File: src/rtl/sprom_pkg.sv
package sprom_pkg;
  localparam logic [7:0] OPC_RDSR  = 8'h05;
  localparam logic [7:0] OPC_READ  = 8'h03;
  localparam logic [7:0] OPC_WRITE = 8'h02;
  localparam logic [7:0] OPC_WREN  = 8'h06;
  localparam logic [7:0] OPC_WRDI  = 8'h04;

  typedef enum logic [1:0] {OP_READ = 2'd0, OP_WRITE = 2'd1, OP_PROBE = 2'd2} op_e;
  typedef enum logic [2:0] {E_OK = 3'd0, E_ARG = 3'd1, E_ADDR = 3'd2,
                            E_TIMEOUT = 3'd3, E_ABSENT = 3'd4} err_e;
  typedef enum logic [3:0] {ST_IDLE, ST_RDSR0, ST_RDSR1, ST_LATCH, ST_HDR0,
                            ST_HDR1, ST_DATA, ST_GAP, ST_DONE} st_e;

  // header opcode: the ninth address bit rides at bit 3 (read) or bit 4 (write)
  function automatic logic [7:0] head_byte(input logic wr, input logic a8);
    logic [7:0] r;
    r = wr ? OPC_WRITE : OPC_READ;
    if (wr) r[4] = a8;
    else    r[3] = a8;
    return r;
  endfunction

  // bytes that fit before the next page boundary, capped by what is left
  function automatic int chunk_of(input int a, input int left, input int page);
    int room;
    room = page - (a % page);
    return (left < room) ? left : room;
  endfunction
endpackage

File: src/rtl/sprom_shift.sv
module sprom_shift #(
  parameter int DIV = 16
) (
  input  logic       clk,
  input  logic       rst_n,
  input  logic       start,
  input  logic [7:0] tx,
  input  logic       miso,
  output logic       done,
  output logic [7:0] rx,
  output logic       sck,
  output logic       mosi
);
  localparam int HALF = DIV / 2;
  localparam int CW   = $clog2(DIV);

  logic          act, smp, done_q;
  logic [CW-1:0] cnt;
  logic [2:0]    bitn;
  logic [7:0]    sh;

  always_ff @(posedge clk or negedge rst_n) begin
    if (!rst_n) begin
      act <= 1'b0; smp <= 1'b0; done_q <= 1'b0;
      cnt <= '0; bitn <= '0; sh <= '0;
    end else begin
      done_q <= 1'b0;
      if (start && !act) begin
        act <= 1'b1; sh <= tx; cnt <= '0; bitn <= '0;
      end else if (act) begin
        cnt <= (cnt == CW'(DIV - 1)) ? '0 : cnt + 1'b1;
        if (cnt == CW'(HALF)) smp <= miso;
        if (cnt == CW'(DIV - 1)) begin
          sh   <= {sh[6:0], smp};
          bitn <= bitn + 1'b1;
          if (bitn == 3'd7) begin
            act    <= 1'b0;
            done_q <= 1'b1;
          end
        end
      end
    end
  end

  assign sck  = act && (cnt >= CW'(HALF));
  assign mosi = sh[7];
  assign rx   = sh;
  assign done = done_q;
endmodule

File: src/rtl/sprom_gap.sv
module sprom_gap #(
  parameter int DIV = 16
) (
  input  logic clk,
  input  logic rst_n,
  input  logic hold,
  output logic expired
);
  localparam int CW = $clog2(DIV);
  logic [CW-1:0] cnt;

  always_ff @(posedge clk or negedge rst_n) begin
    if (!rst_n)     cnt <= '0;
    else if (!hold) cnt <= '0;
    else if (!expired) cnt <= cnt + 1'b1;
  end

  assign expired = hold && (cnt == CW'(DIV - 1));
endmodule

File: src/rtl/sprom_access.sv
module sprom_access
  import sprom_pkg::*;
#(
  parameter int DEPTH  = 512,
  parameter int PAGE   = 16,
  parameter int DIV    = 16,
  parameter int RETRY  = 250,
  parameter int LEN_W  = 10,
  parameter int ADDR_W = 16
) (
  input  logic              clk,
  input  logic              rst_n,
  input  logic              cmd_valid,
  output logic              cmd_ready,
  input  logic [1:0]        cmd_op,
  input  logic [ADDR_W-1:0] cmd_addr,
  input  logic [LEN_W-1:0]  cmd_len,
  input  logic [7:0]        wr_data,
  input  logic              wr_valid,
  output logic              wr_ready,
  output logic [7:0]        rd_data,
  output logic              rd_valid,
  input  logic              rd_ready,
  output logic              done,
  output logic [2:0]        err,
  output logic              present,
  output logic              sck,
  output logic              cs_n,
  output logic              mosi,
  input  logic              miso
);
  localparam int AW = $clog2(DEPTH);
  localparam int RW = $clog2(RETRY + 1);

  st_e              st, gap_nx;
  op_e              op_q;
  err_e             code_q, err_q;
  logic [AW-1:0]    addr_q;
  logic [LEN_W-1:0] left_q, ccnt_q;
  logic [RW-1:0]    polls_q;
  logic             stage_q, pres_q, issued, rdv_q, done_q, present_q;
  logic [7:0]       rdd_q, latch_op, tx_byte, sh_rx;
  logic             sh_done, gap_exp;

  // named events
  logic in_frame, byte_go, stat_done, busy_seen, poll_limit, chunk_last;
  assign in_frame   = st inside {ST_RDSR0, ST_RDSR1, ST_LATCH, ST_HDR0, ST_HDR1, ST_DATA};
  assign byte_go    = in_frame && !issued &&
                      ((st != ST_DATA) || ((op_q == OP_WRITE) ? wr_valid : !rdv_q));
  assign stat_done  = (st == ST_RDSR1) && sh_done;
  assign busy_seen  = stat_done && sh_rx[0];
  assign poll_limit = (polls_q == RW'(RETRY));
  assign chunk_last = (st == ST_DATA) && sh_done && (ccnt_q == LEN_W'(1));

  always_comb begin
    case (st)
      ST_RDSR0: tx_byte = OPC_RDSR;
      ST_LATCH: tx_byte = latch_op;
      ST_HDR0:  tx_byte = head_byte(op_q == OP_WRITE, addr_q[AW-1]);
      ST_HDR1:  tx_byte = addr_q[7:0];
      ST_DATA:  tx_byte = wr_data;
      default:  tx_byte = 8'h00;
    endcase
  end

  sprom_shift #(.DIV(DIV)) u_shift (
    .clk(clk), .rst_n(rst_n), .start(byte_go), .tx(tx_byte), .miso(miso),
    .done(sh_done), .rx(sh_rx), .sck(sck), .mosi(mosi)
  );

  sprom_gap #(.DIV(DIV)) u_gap (
    .clk(clk), .rst_n(rst_n), .hold(st == ST_GAP), .expired(gap_exp)
  );

  always_ff @(posedge clk or negedge rst_n) begin
    if (!rst_n) begin
      st <= ST_IDLE; gap_nx <= ST_IDLE; op_q <= OP_READ;
      code_q <= E_OK; err_q <= E_OK; addr_q <= '0; left_q <= '0; ccnt_q <= '0;
      polls_q <= '0; stage_q <= 1'b0; pres_q <= 1'b0; issued <= 1'b0;
      rdv_q <= 1'b0; rdd_q <= '0; done_q <= 1'b0; present_q <= 1'b0;
      latch_op <= OPC_WREN;
    end else begin
      done_q <= 1'b0;
      if (rdv_q && rd_ready) rdv_q <= 1'b0;
      if (byte_go) issued <= 1'b1;
      if (sh_done) issued <= 1'b0;
      case (st)
        ST_IDLE: if (cmd_valid) begin
          op_q <= op_e'(cmd_op);
          addr_q <= cmd_addr[AW-1:0];
          left_q <= cmd_len;
          polls_q <= '0; stage_q <= 1'b0; pres_q <= 1'b0; code_q <= E_OK;
          if (cmd_op == OP_PROBE) begin
            latch_op <= OPC_WREN; st <= ST_LATCH;
          end else if (cmd_op == 2'd3 || cmd_len == '0) begin
            code_q <= E_ARG; st <= ST_DONE;
          end else if (cmd_addr >= ADDR_W'(DEPTH)) begin
            code_q <= E_ADDR; st <= ST_DONE;
          end else st <= ST_RDSR0;
        end
        ST_RDSR0: if (sh_done) st <= ST_RDSR1;
        ST_RDSR1: if (stat_done) begin
          st <= ST_GAP;
          if (op_q == OP_PROBE) begin
            if (sh_rx[1] == stage_q) begin
              code_q <= E_ABSENT; gap_nx <= ST_DONE;
            end else if (!stage_q) begin
              stage_q <= 1'b1; latch_op <= OPC_WRDI; gap_nx <= ST_LATCH;
            end else begin
              pres_q <= 1'b1; gap_nx <= ST_DONE;
            end
          end else if (busy_seen) begin
            if (poll_limit) begin
              code_q <= E_TIMEOUT; gap_nx <= ST_DONE;
            end else begin
              polls_q <= polls_q + 1'b1; gap_nx <= ST_RDSR0;
            end
          end else begin
            polls_q <= '0;
            if (op_q == OP_READ) begin
              ccnt_q <= left_q; gap_nx <= ST_HDR0;
            end else begin
              latch_op <= OPC_WREN; gap_nx <= ST_LATCH;
            end
          end
        end
        ST_LATCH: if (sh_done) begin
          st <= ST_GAP;
          if (op_q == OP_PROBE) gap_nx <= ST_RDSR0;
          else begin
            ccnt_q <= LEN_W'(chunk_of(int'(addr_q), int'(left_q), PAGE));
            gap_nx <= ST_HDR0;
          end
        end
        ST_HDR0: if (sh_done) st <= ST_HDR1;
        ST_HDR1: if (sh_done) st <= ST_DATA;
        ST_DATA: if (sh_done) begin
          ccnt_q <= ccnt_q - 1'b1;
          addr_q <= addr_q + 1'b1;
          left_q <= left_q - 1'b1;
          if (op_q == OP_READ) begin
            rdd_q <= sh_rx; rdv_q <= 1'b1;
          end
          if (chunk_last) begin
            st <= ST_GAP;
            gap_nx <= (left_q == LEN_W'(1)) ? ST_DONE : ST_RDSR0;
          end
        end
        ST_GAP: if (gap_exp) st <= gap_nx;
        ST_DONE: if (!rdv_q) begin
          done_q <= 1'b1; err_q <= code_q; present_q <= pres_q; st <= ST_IDLE;
        end
        default: st <= ST_IDLE;
      endcase
    end
  end

  assign cmd_ready = (st == ST_IDLE);
  assign wr_ready  = (st == ST_DATA) && (op_q == OP_WRITE) && !issued;
  assign cs_n      = !in_frame;
  assign rd_data   = rdd_q;
  assign rd_valid  = rdv_q;
  assign done      = done_q;
  assign err       = err_q;
  assign present   = present_q;
endmodule

File: config.mk
export PLATFORM = sky130hd
export DESIGN_NAME = sprom_access
export DESIGN_NICKNAME = d
export VERILOG_FILES = /design/src/rtl/sprom_pkg.sv /design/src/rtl/sprom_shift.sv /design/src/rtl/sprom_gap.sv /design/src/rtl/sprom_access.sv
export SDC_FILE = /design/constraint.sdc
export NUM_CORES = 1
export LEC_CHECK = 0
export ABC_CLOCK_PERIOD_IN_PS = 3000
export BUFFER_PORTS_ARGS = -buffer_cell sky130_fd_sc_hd__buf_4
export CAP_MARGIN = 5
export CORE_ASPECT_RATIO = 1.4
export CORE_MARGIN = 8
export CORE_UTILIZATION = 55
export CTS_BUF_LIST = sky130_fd_sc_hd__clkbuf_4
export DETAILED_ROUTE_END_ITERATION = 8
export GPL_TIMING_DRIVEN = 0
export PLACE_DENSITY = 0.73
export REMOVE_ABC_BUFFERS = 1
export SETUP_SLACK_MARGIN = 0.4
export SYNTH_ARGS = -nofsm -noshare
export SYNTH_HDL_FRONTEND = slang
export SYNTH_SLANG_ARGS = --single-unit
File: constraint.sdc
create_clock -name clk -period 3 [get_ports clk]
set_input_delay 0.3 -clock clk [delete_from_list [all_inputs] [get_ports clk]]
set_output_delay 0.3 -clock clk [all_outputs]
set_load 0.02 [all_outputs]
Word level (Yosys, flattened, before mapping)
Index checks and enable logic that the tools add are counted.
Word-level totals
  output and inout bits: 19
  input port bits: 42
  bits in registers: 97
Operators by class
  muxes and demuxes: 109
  equality and inequality tests: 48
  add/subtract/negate cells: 8
  reductions and logical operators: 42
  magnitude comparators: 3
  bitwise logic cells: 2
Operators with widths (number)
  8-bit 2-to-1 mux: 16
  4-bit 2-to-1 mux: 28
  10-bit 2-to-1 mux: 10
  8-bit one-hot mux with 5 select lines: 1
  4-bit one-hot mux with 9 select lines: 1
  3-bit 2-to-1 mux: 11
  8-bit one-hot mux with 2 select lines: 2
  10-bit one-hot mux with 3 select lines: 1
  1-bit 2-to-1 mux: 28
  2-bit != test (second input constant): 11
  10-bit by 1-bit == test with 1-bit output (second input constant): 2
  10-bit one-hot mux with 2 select lines: 1
  10-bit by 1-bit subtractor with 10-bit output (second input constant): 2
  9-bit 2-to-1 mux: 2
  9-bit one-hot mux with 2 select lines: 1
  4-bit by 3-bit == test with 1-bit output (second input constant): 4
  4-bit == test (second input constant): 4
  16-bit by 10-bit greater-or-equal comparator with 1-bit output (second input constant): 1
  2-bit by 1-bit != test with 1-bit output (second input constant): 8
  8-bit AND reduction: 2
  5-bit AND reduction: 3
  1-bit logical AND: 12
  3-bit by 2-bit != test with 1-bit output (second input constant): 4
  3-bit != test (second input constant): 4
  32 further kinds: 53

Depth between registers and ports, before layout
  depth after elaboration: 7
  depth in mapped cells: 9
  mapped depth without buffers: 9

By module
Synthesis repeated with hierarchy kept, for this count alone.
Second synthesis, totals
  cell total of the unflattened synthesis: 636
  area, all modules: 5522.8 um^2
By module, submodules not included
  sprom_access: area an instance 4405.5 um^2, times used 1, sequential area each 1702.9 um^2, cells each 521
  sprom_shift: area an instance 904.6 um^2, times used 1, sequential area each 450.4 um^2, cells each 95
  sprom_gap: area an instance 212.7 um^2, times used 1, sequential area each 100.1 um^2, cells each 20

Worst setup path before layout
Ideal clock, no wire load.
  path kind: reg-to-reg
  start point: reg st[0]
  end point: reg left_q[2]
  cell stages (with the launch flop): 8
  slack: 0.385 ns
  arrival time: 2.494 ns
  period minus slack after synthesis: 2.615 ns
  buffers on the path: 2
  data required time: 2.879 ns
  cell sequence: dfrtp_1 -> buf_2 -> nor4_1 -> nand2_1 -> nand2_1 -> buf_2 -> o21ai_0 -> a22o_1
Between the ends
  longest elaborated chain between the ends: 3
  elaborated cells between the ends (all ways): 7
  those cells by class: 3 x eq/ne; 1 x mux; 3 x reduce/logical
RTL lines
  start: declaration: RTL line sprom_access.sv:35  | st_e st, gap_nx;
  start signal: assignment: RTL line sprom_access.sv:149  | ST_GAP: if (gap_exp) st <= gap_nx;
  4-bit zero test (*)
  net cmd_ready: RTL line sprom_access.sv:14  | output logic cmd_ready,
  2-bit != test (no source line) or 2-bit nonzero test (tied branches)
  3-bit AND reduction (no source line)
  end signal: assignment: RTL line sprom_access.sv:91  | left_q <= cmd_len;
  end signal: assignment: RTL line sprom_access.sv:140  | left_q <= left_q - 1'b1;
  end: declaration: RTL line sprom_access.sv:39  | logic [LEN_W-1:0] left_q, ccnt_q;
Mark *: on every way through the listed nets, which the timed path passes. The rest lies on a longest branch.
A chain may end at the register's enable or synchronous reset.

Worst setup path after layout
  start point: reg st[0]
  end point: reg code_q[1]
Between the ends
  longest elaborated chain between the ends: 5
  elaborated cells between the ends (all ways): 12
  those cells by class: 6 x eq/ne; 1 x mux; 5 x reduce/logical
RTL lines
  4-bit by 2-bit == test with 1-bit output: RTL line sprom_access.sv:50, sprom_access.sv:87
  1-bit logical AND: RTL line sprom_access.sv:50  | assign stat_done = (st == ST_RDSR1) && sh_done;
  1-bit logical AND: RTL line sprom_access.sv:51  | assign busy_seen = stat_done && sh_rx[0];
  3-bit by 2-bit != test with 1-bit output (no source line)
  6-bit AND reduction (no source line)
  end signal: assignment: RTL line sprom_access.sv:78  | code_q <= E_OK; err_q <= E_OK; addr_q <= '0; left_q <= '0; ccnt_q <= '0;
  end signal: assignment: RTL line sprom_access.sv:92  | polls_q <= '0; stage_q <= 1'b0; pres_q <= 1'b0; code_q <= E_OK;
  end signal: assignment: RTL line sprom_access.sv:96  | code_q <= E_ARG; st <= ST_DONE;
  end: declaration: RTL line sprom_access.sv:37  | err_e code_q, err_q;
Several ways; a longest one is shown, not always the timed one.

==> impl_metrics.ini <==
[run_status]
status = finished clean

[grt]
grt_first_pass_wirelength_um = 23400
grt_pass1_vias = 4784
grt_usage = 0.2163
antenna_found_initial = 1
grt-ovfl-total = 0
grt_start_max_net_pins = 91

[floorplan]
start_util = 0.5626
dieArea_um2 = 13060
io_pins = 61
fp.dieW_um = 98.91
placementRows = 42
die_h_um = 132.1
core-area_um2 = 9407

[clock_network]
root_buffer = clkbuf_4
numCtsBuffers = 9
cts.sinks = 90
cts_tree = done
cts-htree-levels = 3
clk_pin_slew_ns = 0.14
clk_latency_ns = 0.45
cts_buffer_depth = 2

[timing]
relSlewSlack = 0.2313
clock.fmax_ghz = 0.3950
drv_slew = 0
post-route-period-util = 0.8439
holdWs_ns = 0.03294
worst_slew_pin_slew_ns = 1.153
rsz0062_at_grt = yes
clock-skew-final_ns = 0.02155
fin_crit_ns = 2.532
setup_viol = 0
hold_viol_final = 0

[routing]
wirelength_um = 13600
firstDrtPassIters = 5
drt-initial-drc-count = 274
wire_per_inst_um = 17.92
postRouteAntennaNets = 0
via_per_inst = 6.275
remaining_drc_errors = 0
routed-via-count = 4763

[yosys]
synthArstFlopShare = 1.000
synthDominantCellAreaShare = 0.4208
synth_compound_area_frac = 0.2208
synth.most_common_cell = dfrtp_1
yosys.area.top_type = dfrtp_1
synth_seq_cells = 90
synthMuxAreaShare = 0.05248
synth_area_um2 = 5293
synth_fa_ha_area_frac = 0.04492
ys.flop_type = dfrtp_1
synth_top_family_by_area = compound AO/OA/AOI/OAI gates
synth_common_cells = dfrtp_1, nand2_1, o21ai_0
synth_area_leaders = dfrtp_1, o21ai_0, ha_1
ys_types = 63
avgSynthCellArea_um2 = 8.792
synth-simple-area-share = 0.1979
ys_seq_area_frac = 0.4258
synth_edf_count = 0
yosys.area_share.xor_xnor = 0.009929
postSynthCellCount = 602
ys_warn_count = 0

[setup_path]
cp_data_required_time_ns = 3.34
cp_max_fo = 25
critPathKind = flip-flop to flip-flop
end_kind = flip-flop
worstPathArrival_ns = 2.87
start_kind = flip-flop

[pwr]
comb_power_share = 0.407
p_clk_frac = 0.172
internal_power_mw = 2.545
ir_worst_vdd_uv = 396.2
p_per_area_nw_per_um2 = 728.4
power.switching_mw = 1.879
power_switching_share = 0.4247
p_leak_nw = 2.720
seqPwrFrac = 0.421

[final_layout]
areaGrowthSynthToFinish_pct = 14.75
drive_above_1_share = 0.1806
fin_cells = 759
nNetsFinal = 704

[worst_hold_path]
hp-class = input port to async pin

[place]
place.gp.congestion = 0.8661
dpl.cell_count = 739
dp_hpwl_um = 9840
port_buffers = 60

[flow_run]
max-cap-violations = 0
## worst max-delay path, cell delays in order, from the launching register on
cell	delay (ns)
dfrtp_4	0.62
or4b_4	0.65
nor4_4	0.36
nor2_1	0.13
a21oi_1	0.30
mux2_2	0.37
## final cells by class
type	count	area, um2
fillers	781	3333
multi-input cells	449	2879
flip-flops and latches	90	2266
repair buffers	66	525.5
well taps	110	137.6
inverters	27	101.3
clock inverters	7	93.84
clock buffers	9	67.56
diodes	1	2.502
## metrics by stage
stage	setup WS (ns)	cell area [um2]	util	power (mW)	TNS, ns
5_1_grt	0.3715	6073	0.6457	4.782	0
2_1_floorplan	-1.841	5139	-	2.931	-83.29
4_1_cts	0.4496	6023	0.6403	4.379	0
3_5_place_dp	-0.3148	5811	0.6177	3.570	-1.690
6_report	0.4683	6073	0.6457	4.424	0
3_3_place_gp	-4.580	5727	0.6088	3.441	-214.51
## flip-flops by register name (all words and copies together), names as in the netlist, 2 cells and up
signal and flops:
u_gap.cnt 4, err 3, u_shift.rx 8, st 4, u_shift.cnt 4, left_q 10
op_q 2, ccnt_q 10, code_q 3, u_shift.bitn 3, addr_q 9, polls_q 8
gap_nx 4, rd_data 8
## layer usage
layer  part of all wire  GRT usage  up-vias
met2               0.52     0.3757      133
li1                   -          -     2296
met3              0.048    0.04440       25
met5                  0          0        -
met4              0.019    0.07198        0
met1               0.41     0.2569     2309
## path summary, 6_finish.rpt
check                                start          to  slack, ns  cells after the start
max in group asynchronous            rst_n       st[1]       2.06                      1
worst max-delay path                 st[0]   code_q[1]       0.47                      5
min in group clk                 cmd_valid      pres_q       0.04                      2
worst min register to register  polls_q[7]  polls_q[7]       0.49                      1
worst max register to register       st[0]   code_q[1]       0.47                      5
worst min-delay path                 rst_n  rd_data[6]       0.03                      1
## cells in the final DEF (no fill, tap or decap), types with 4 or more instances in the layout
cell and n:
o21a_1 4, nor2_1 46, clkbuf_4 9, o21ai_0 60
or3_1 6, dfrtp_1 83, a22oi_1 13, nor4_1 9
and3_1 7, o22ai_1 6, mux2_2 14, nand2b_1 8
nor2b_1 5, nand2_1 61, nor3_1 13, nand3_1 27
a21oi_1 38, o211ai_1 7, ha_1 19, a32oi_1 7
buf_4 62, o31ai_1 9, mux2i_1 12, a31oi_1 11
inv_1 27, dfrtp_2 4
## cells by family (layout without fill, tap and decap cells)
family | Yosys count | count (layout)
xor+xnor | 6 | 6
buf+inv | 64 | 109
fa+ha+maj | 19 | 19
flops | 90 | 90
simple gates | 212 | 213
compound gates | 185 | 185
other cells | 0 | 1
mux | 26 | 26
## what timing repair did
action / 4_1_cts / 5_1_grt
hold endpoints to repair: 0 / 1
pin swaps: 1 / 0
resized for setup: 10 / 9
buffers inserted: 1 / 0
cloned: 1 / 0
hold buffers: 0 / 1
endpoints found under the setup margin: 68 / 12
## power by group through the flow
stage	clock network [mW]	logic, mW	registers (mW)
after floorplan	0	1.20	1.74
final	0.761	1.80	1.86
after global routing	0.836	2.04	1.91
after detailed placement	0	1.72	1.85
after CTS	0.771	1.76	1.84
after global placement	0	1.61	1.83
No activity file was read; power rests on OpenSTA's default activity.
